--- src/rtl/lfs_pkg.sv ---
package lfs_pkg;

    localparam int LANE_COUNT = 2;
    localparam int HDR_SLOTS  = 2;

    typedef enum logic [1:0] {
        CSEL_NONE = 2'b00,
        CSEL_ONE  = 2'b01,
        CSEL_TWO  = 2'b10,
        CSEL_BOTH = 2'b11
    } csel_e;

    function automatic csel_e csel_of(input logic cs1_n, input logic cs2_n);
        csel_e r;
        r = csel_e'({~cs2_n, ~cs1_n});
        return r;
    endfunction

endpackage

--- src/rtl/lfs_cs_decode.sv ---
module lfs_cs_decode
    import lfs_pkg::*;
(
    input  logic cs1_n,
    input  logic cs2_n,
    output logic legal,
    output logic cs_bit
);
    csel_e sel;

    always_comb begin
        sel    = csel_of(cs1_n, cs2_n);
        legal  = 1'b0;
        cs_bit = 1'b0;
        case (sel)
            CSEL_ONE: begin
                legal  = 1'b1;
                cs_bit = 1'b1;
            end
            CSEL_TWO: begin
                legal  = 1'b1;
                cs_bit = 1'b0;
            end
            default: begin
                legal  = 1'b0;
                cs_bit = 1'b0;
            end
        endcase
    end
endmodule

--- src/rtl/lfs_frame_builder.sv ---
module lfs_frame_builder
    import lfs_pkg::*;
#(
    parameter int DATA_W = 16,
    localparam int PAY_W = DATA_W / LANE_COUNT,
    localparam int FRAME_SLOTS = HDR_SLOTS + PAY_W
) (
    input  logic [DATA_W-1:0] data,
    input  logic              ad,
    input  logic              rd,
    input  logic              cs_bit,
    output logic [LANE_COUNT-1:0][FRAME_SLOTS-1:0] words
);
    logic [LANE_COUNT-1:0][HDR_SLOTS-1:0] hdr;

    // bit 0 of each header goes out first
    always_comb begin
        hdr[0] = {ad, 1'b0};
        hdr[1] = {cs_bit, rd};
    end

    for (genvar l = 0; l < LANE_COUNT; l++) begin : g_lane
        logic [PAY_W-1:0] pay;
        always_comb begin
            pay      = rd ? {PAY_W{1'b1}} : data[l*PAY_W +: PAY_W];
            words[l] = {pay, hdr[l]};
        end
    end
endmodule

--- src/rtl/lfs_slot_shifter.sv ---
module lfs_slot_shifter
    import lfs_pkg::*;
#(
    parameter int FRAME_SLOTS = 10,
    parameter int GAP_CYCLES  = 6,
    localparam int BUSY_SLOTS = 2 * GAP_CYCLES - 1,
    localparam int CNT_W      = $clog2(BUSY_SLOTS + 1)
) (
    input  logic clk,
    input  logic rst_n,
    input  logic load,
    input  logic [LANE_COUNT-1:0][FRAME_SLOTS-1:0] words,
    output logic [LANE_COUNT-1:0] lane_o,
    output logic busy_o
);
    typedef struct packed {
        logic [LANE_COUNT-1:0][FRAME_SLOTS-1:0] sh;
        logic [LANE_COUNT-1:0]                  lane;
        logic [CNT_W-1:0]                       cnt;
        logic                                   busy;
    } shf_t;

    shf_t st_d, st_q;

    always_comb begin
        st_d = st_q;
        if (load) begin
            for (int l = 0; l < LANE_COUNT; l++) begin
                st_d.lane[l] = words[l][0];
                st_d.sh[l]   = {1'b1, words[l][FRAME_SLOTS-1:1]};
            end
            st_d.cnt  = CNT_W'(BUSY_SLOTS - 1);
            st_d.busy = 1'b1;
        end else begin
            for (int l = 0; l < LANE_COUNT; l++) begin
                st_d.lane[l] = st_q.sh[l][0];
                st_d.sh[l]   = {1'b1, st_q.sh[l][FRAME_SLOTS-1:1]};
            end
            if (st_q.cnt != '0) begin
                st_d.cnt = st_q.cnt - 1'b1;
            end else begin
                st_d.busy = 1'b0;
            end
        end
    end

    always_ff @(posedge clk or negedge rst_n) begin
        if (!rst_n) begin
            st_q.sh   <= '1;
            st_q.lane <= '1;
            st_q.cnt  <= '0;
            st_q.busy <= 1'b0;
        end else begin
            st_q <= st_d;
        end
    end

    assign lane_o = st_q.lane;
    assign busy_o = st_q.busy;

    AST_IDLE_HIGH: assert property (@(posedge clk) disable iff (!rst_n)
        !busy_o |-> (&lane_o));

    AST_BUSY_HOLD: assert property (@(posedge clk) disable iff (!rst_n)
        $rose(busy_o) |=> busy_o);

endmodule

--- src/rtl/duallane_frame_ser.sv ---
module duallane_frame_ser
    import lfs_pkg::*;
#(
    parameter int DATA_W     = 16,
    parameter int GAP_CYCLES = 6,
    localparam int PAY_W       = DATA_W / LANE_COUNT,
    localparam int FRAME_SLOTS = HDR_SLOTS + PAY_W
) (
    input  logic              clk,
    input  logic              rst_n,
    input  logic              req_valid,
    input  logic [DATA_W-1:0] req_data,
    input  logic              req_ad,
    input  logic              req_rd,
    input  logic              req_cs1_n,
    input  logic              req_cs2_n,
    output logic              busy,
    output logic              lane0,
    output logic              lane1,
    output logic              cs_err
);
    typedef struct packed {
        logic err;
    } top_t;

    top_t st_d, st_q;

    logic legal, cs_bit, take, load;
    logic [LANE_COUNT-1:0][FRAME_SLOTS-1:0] words;
    logic [LANE_COUNT-1:0] lanes;
    logic busy_w;

    lfs_cs_decode u_dec (
        .cs1_n  (req_cs1_n),
        .cs2_n  (req_cs2_n),
        .legal  (legal),
        .cs_bit (cs_bit)
    );

    lfs_frame_builder #(.DATA_W(DATA_W)) u_bld (
        .data   (req_data),
        .ad     (req_ad),
        .rd     (req_rd),
        .cs_bit (cs_bit),
        .words  (words)
    );

    always_comb begin
        take     = req_valid && !busy_w;
        load     = take && legal;
        st_d     = st_q;
        st_d.err = take && !legal;
    end

    always_ff @(posedge clk or negedge rst_n) begin
        if (!rst_n) begin
            st_q.err <= 1'b0;
        end else begin
            st_q <= st_d;
        end
    end

    lfs_slot_shifter #(
        .FRAME_SLOTS (FRAME_SLOTS),
        .GAP_CYCLES  (GAP_CYCLES)
    ) u_shf (
        .clk    (clk),
        .rst_n  (rst_n),
        .load   (load),
        .words  (words),
        .lane_o (lanes),
        .busy_o (busy_w)
    );

    assign busy   = busy_w;
    assign lane0  = lanes[0];
    assign lane1  = lanes[1];
    assign cs_err = st_q.err;

    AST_START_LOW: assert property (@(posedge clk) disable iff (!rst_n)
        $rose(busy) |-> !lane0);

    AST_RW_SLOT: assert property (@(posedge clk) disable iff (!rst_n)
        $rose(busy) |-> (lane1 == $past(req_rd)));

    AST_ERR_NO_FRAME: assert property (@(posedge clk) disable iff (!rst_n)
        cs_err |-> (!busy && lane0 && lane1));

endmodule

--- config.mk ---
export PLATFORM = sky130hd
export DESIGN_NAME = duallane_frame_ser
export DESIGN_NICKNAME = d
export VERILOG_FILES = /design/src/rtl/lfs_pkg.sv /design/src/rtl/lfs_cs_decode.sv /design/src/rtl/lfs_frame_builder.sv /design/src/rtl/lfs_slot_shifter.sv /design/src/rtl/duallane_frame_ser.sv
export SDC_FILE = /design/constraint.sdc
export NUM_CORES = 1
export LEC_CHECK = 0
export ABC_AREA = 1
export BUFFER_PORTS_ARGS = -buffer_cell sky130_fd_sc_hd__buf_2
export CAP_MARGIN = 20
export CELL_PAD_IN_SITES_DETAIL_PLACEMENT = 1
export CELL_PAD_IN_SITES_GLOBAL_PLACEMENT = 1
export CORE_MARGIN = 2
export CORE_UTILIZATION = 42
export DETAILED_ROUTE_END_ITERATION = 10
export GPL_TIMING_DRIVEN = 1
export PLACE_DENSITY_LB_ADDON = 0.08
export SLEW_MARGIN = 20
export SYNTH_ARGS = -nofsm -noshare
export SYNTH_HDL_FRONTEND = slang
export SYNTH_SLANG_ARGS = --single-unit
--- constraint.sdc ---
create_clock -name clk -period 2.4 [get_ports clk]
set_clock_uncertainty 0.15 [all_clocks]
set_input_delay 0.12 -clock clk [delete_from_list [all_inputs] [get_ports clk]]
set_output_delay 0.12 -clock clk [all_outputs]
set_load 0.02 [all_outputs]
== Word-level counts from Yosys, hierarchy flattened ==
Index checks and enable logic that the tools add are counted.

* Flip-flop bits (word level): 28
* Output and inout bits: 4
* Word-level logic and storage cells: 27

* $add $sub $neg: 1
* Equal/unequal tests: 3
* Muxes and demuxes: 7
* Bitwise gates (word level): 2
* Reduce and logical (&&, ||, !) cells: 8

{| class="wikitable"
|+ Operators by type and width
! operator !! count
|-
| 26-bit two-way mux || 1
|-
| 8-bit two-way mux || 2
|-
| 4-bit two-way mux || 1
|-
| 4-bit nonzero test || 1
|-
| 4-bit by 1-bit subtractor with 4-bit output, second input constant || 1
|-
| 1-bit logical AND || 3
|-
| 1-bit two-way mux || 3
|-
| 2-bit by 1-bit == test with 1-bit output, second input constant || 1
|-
| 2-bit == test, second input constant || 1
|-
| 1-bit zero test || 2
|-
| 2-bit inequality test, second input constant || 1
|-
| 1-bit inverter || 2
|-
| 2-bit nonzero test || 1
|-
| 2-bit OR reduction || 1
|}

== Longest topological paths before layout ==
* Depth in word-level cells: 6
* Depth in mapped cells: 8
* Mapped depth without buffers: 8

== By module ==
From an unflattened synthesis, not the netlist that was laid out.

* Cell total of the unflattened synthesis: 162
* Area, all modules: 1,287.5 µm²

{| class="wikitable"
|+ By module, submodules not included
! module !! times used !! cells each !! area each (µm²) !! seq. area each (µm²)
|-
| lfs_slot_shifter || 1 || 114 || 1,054.8 || 650.6
|-
| lfs_frame_builder || 1 || 39 || 168.9 || 0.0
|-
| duallane_frame_ser || 1 || 6 || 43.8 || 25.0
|-
| lfs_cs_decode || 1 || 3 || 20.0 || 0.0
|}

== Least setup slack after synthesis ==
OpenSTA, ideal clock, no wires.

* Path kind: register -> register
* Start point: register u_shf.busy_o (netlist name)
* End point: register u_shf.st_q[1] (netlist bit)
* Setup time: 0.117 ns
* Data arrival time: 0.941 ns
* Path slack: 1.193 ns
* Stages on the path, launching flop included: 6
* Buffers on the path: 1
* Cells stage by stage: dfrtp_1 > inv_2 > nand3_4 > buf_6 > nand3_1 > nand2_1

* Cells in the longest elaborated chain, start to end: 4

{| class="wikitable"
|+ RTL lines
! what !! line !! text
|-
| 1-bit zero test (*) || duallane_frame_ser.sv:49 || <nowiki>take = req_valid && !busy_w;</nowiki>
|-
| 1-bit logical AND (*) || duallane_frame_ser.sv:49 ||
|-
| 1-bit logical AND (*) || duallane_frame_ser.sv:50 || <nowiki>load = take && legal;</nowiki>
|-
| 26-bit two-way mux / 2-bit nonzero test (equally long branches) || - ||
|-
| end signal: assignment || lfs_slot_shifter.sv:54 || <nowiki>st_q <= st_d;</nowiki>
|-
| end: declaration || lfs_slot_shifter.sv:23 || <nowiki>shf_t st_d, st_q;</nowiki>
|}

Every way passes the cells marked *; elsewhere a longest branch is shown, timed or not.
A chain may end at the register's enable or synchronous reset.

== Worst setup path after layout ==
* Start point: input req_cs2_n
* End point: register u_shf.busy_o (netlist name)

* Cells in the longest elaborated chain, start to end: 6

{| class="wikitable"
|+ RTL lines
! what !! line !! text
|-
| start: declaration || duallane_frame_ser.sv:16 || <nowiki>input logic req_cs2_n,</nowiki>
|-
| 1-bit inverter (*) || lfs_pkg.sv:15 || <nowiki>r = csel_e'({~cs2_n, ~cs1_n});</nowiki>
|-
| 2-bit == test / 2-bit by 1-bit == test with 1-bit output (equally long branches) || lfs_cs_decode.sv:15 || <nowiki>case (sel)</nowiki>
|-
| 2-bit OR reduction (no source line) (*) || - ||
|-
| 1-bit two-way mux (*) || lfs_cs_decode.sv:15 ||
|-
| 1-bit logical AND (*) || duallane_frame_ser.sv:50 ||
|-
| 2-bit inequality test (no source line) / 26-bit two-way mux (equally long branches) || - ||
|}

Marked as above.

==> out/qor.yml <==
clock_tree:
  cts.path.max_buffers: 2
  clk_latency_ps: 330
  clock_sinks: 26
  cts_buffers: 3
  root_buffer: "clkbuf_4"
  clk_pin_slew_ps: 150
  cts_tree: "built"
  htreeDepth: 1
sta:
  fmax_ghz: 0.559
  post-route-period-util: 0.745
  hold_viol: 0
  relSlewSlack: 0.619
  period_needed_ps: 1790
  rsz0062_at_grt: "no"
  max_slew.worst_pin.slew_ps: 572
  fin_setup_tns_ps: 0
  fin_ws_ps: 611
  fin_hold_ws_ps: 39.3
  maxSlewViolCount: 0
  setup_viol: 0
finish:
  n_antenna_cell: 0
  final_cell_mix: "nand2_1 (34), buf_2 (26), nor2_1 (22)"
  fin_nets: 195
  layout-drive-gt1-share: 0.411
  area_delta_synth_final_pct: 33.2
  fin_cells: 199
  fillers: 321
  final_common_cell: "nand2_1"
synth:
  synth_compound_area_frac: 0.117
  synth_top_family_by_area: "simple AND/OR/NAND/NOR gates"
  yosysWarnings: 0
  ys_seq_area_frac: 0.573
  synthDistinctLibCells: 17
  syn_inst: 121
  synth_area_sq_mm: 0.00118
  synth.avg_cell_area_sq_um: 9.75
  synthesis.nets: 147
  synthMuxAreaShare: 0
  synthSimpleGateAreaFrac: 0.207
  synth_fa_ha_area_frac: 0.0318
  synth_xor_area_frac: 0.00742
  ys_ff_latch: 26
die:
  dieArea_sq_mm: 0.00325
  die_h_microns: 57
  fp.dieW_microns: 57
  io-pin-count: 27
  rows: 19
  start_util: 0.435
  design.core.area_sq_mm: 0.00271
global_routing:
  grt_usage: 0.188
  grtUsageMet3: 0.0204
  grt_pass1_wl_microns: 4600
  grt_util_met1: 0.230
  use_met2: 0.342
  grt_max_degree: 27
  busiest_layer: "met2"
  grt_pass1_vias: 1020
  gr-total-overflow: 0
  antenna_found_initial: 0
place:
  dpl_worst_slack_ps: 818
  gp_congestion: 0.730
  dp_hpwl_microns: 1610
  dp_cells: 174
  port_buffers: 26
route:
  drt_first_pass_iters: 4
  drtIter0Drc: 23
  wl_per_cell_microns: 13.3
  viasPerCell: 4.66
  remaining_drc_errors: 0
  drt-total-wl_microns: 2640
  ant_nets: 0
  routed-via-count: 928
run_status:
  outcome: "finished, final reports clean"
power:
  comb_power_share: 0.344
  p_per_area_mw_per_mm2: 1010
  switching_power_mw: 0.532
  p_seq_frac: 0.488
  swShare: 0.335
  p_clk_frac: 0.169
  ir_worst_vdd_uv: 551
  leakagePower_nw: 0.788
  power.internal_mw: 1.06
worst_setup_path:
  cp_max_fo: 21
  crit_path_end_kind: "flip-flop"
  arrival_ps: 1860
  crit_required_ps: 2470
  start_kind: "primary input"
  path_class: "in2reg"
  r2r_slack_ps: 950
worst_hold_path:
  hold_path.class: "in2reg"
job:
  max-cap-violations: 0
state kept, by name, summed over array words and instances, names as in the netlist:
name / flops
cs_err: 1
u_shf.busy_o: 1
u_shf.st_q: 22
u_shf.lane_o: 2
worst max-delay path, cell delays in order:
cell and delay, ps:
dlygate4sd3_1 540, buf_2 130, ha_1 260, inv_1 120, nand3_4 210, buf_4 300
nand2_1 120, o21ai_1 60
cell families after synthesis:
group / after synthesis
and+or+nand+nor: 60
xor gates and xnor gates: 1
DFF: 26
AOI/OAI and AO/OA: 17
buffers and inverters: 14
adders and majority gates: 3
layout make-up:
class | instances | area (sq um) | area share
Clock buffer | 4 | 47.5 | 0.0303
Inverter | 9 | 33.8 | 0.0215
Multi-Input combinational cell | 81 | 428 | 0.272
Sequential cell | 26 | 676 | 0.430
Tap cell | 31 | 38.8 | 0.0247
Timing Repair Buffer | 48 | 348 | 0.221
final timing paths:
| check | startpoint | end | cells past startpoint |
|---|---|---|---|
| worst max-delay path | req_cs2_n | u_shf.busy_o$_DFFE_PN0P_ | 8 |
| worst min-delay path | req_cs1_n | u_shf.st_q[17]$_DFF_PN1_ | 5 |
| worst max register to register | u_shf.busy_o$_DFFE_PN0P_ | u_shf.busy_o$_DFFE_PN0P_ | 5 |
| worst min register to register | u_shf.st_q[7]$_DFF_PN1_ | u_shf.lane_o[0]$_DFF_PN1_ | 2 |
| max in group asynchronous | rst_n | u_shf.st_q[11]$_DFF_PN1_ | 2 |
| min in group asynchronous | rst_n | u_shf.st_q[4]$_DFFE_PN0P_ | 2 |
routing by layer:
layer	routed length, microns	up-vias
li1	-	465
met1	1140	446
met2	1430	15
met3	58	2
met4	19	0
met5	0	-
power groups by stage:
stage	combinational (mW)	clock, mW	sequential [mW]
finish	0.546	0.268	0.775
global route	0.634	0.290	0.796
CTS	0.553	0.277	0.778
detailed placement	0.525	0	0.786
global placement	0.503	0	0.781
floorplan	0.373	0	0.807
cells in the mapped netlist:
cell | instances | area [sq um]
a21oi_1 | 2 | 10.0
buf_2 | 1 | 5.00
buf_4 | 2 | 15.0
buf_6 | 2 | 22.5
dfrtp_1 | 6 | 150
dfstp_2 | 20 | 526
ha_1 | 3 | 37.5
inv_1 | 7 | 26.3
inv_2 | 2 | 7.51
nand2_1 | 34 | 128
nand3_1 | 2 | 10.0
nand3_4 | 1 | 17.5
nor2_1 | 22 | 82.6
nor2_2 | 1 | 6.26
o21ai_1 | 1 | 5.00
o21ai_2 | 14 | 123
xnor2_1 | 1 | 8.76
through the flow:
stage                util  power [mW]  area, sq um
floorplan               -        1.18         1180
global placement    0.485        1.28         1310
detailed placement  0.485        1.31         1310
CTS                 0.580        1.61         1570
global route        0.580        1.72         1570
finish              0.580        1.59         1570
what timing repair did:
| item | in CTS | in global routing |
|---|---|---|
| hold buffers | 21 | 0 |
| resized for setup | 0 | 0 |
| endpoints found under the hold margin | 46 | 0 |
| endpoints found under the setup margin | 0 | 0 |
| buffers inserted | 0 | 0 |
No activity file was read; power rests on OpenSTA's default activity.
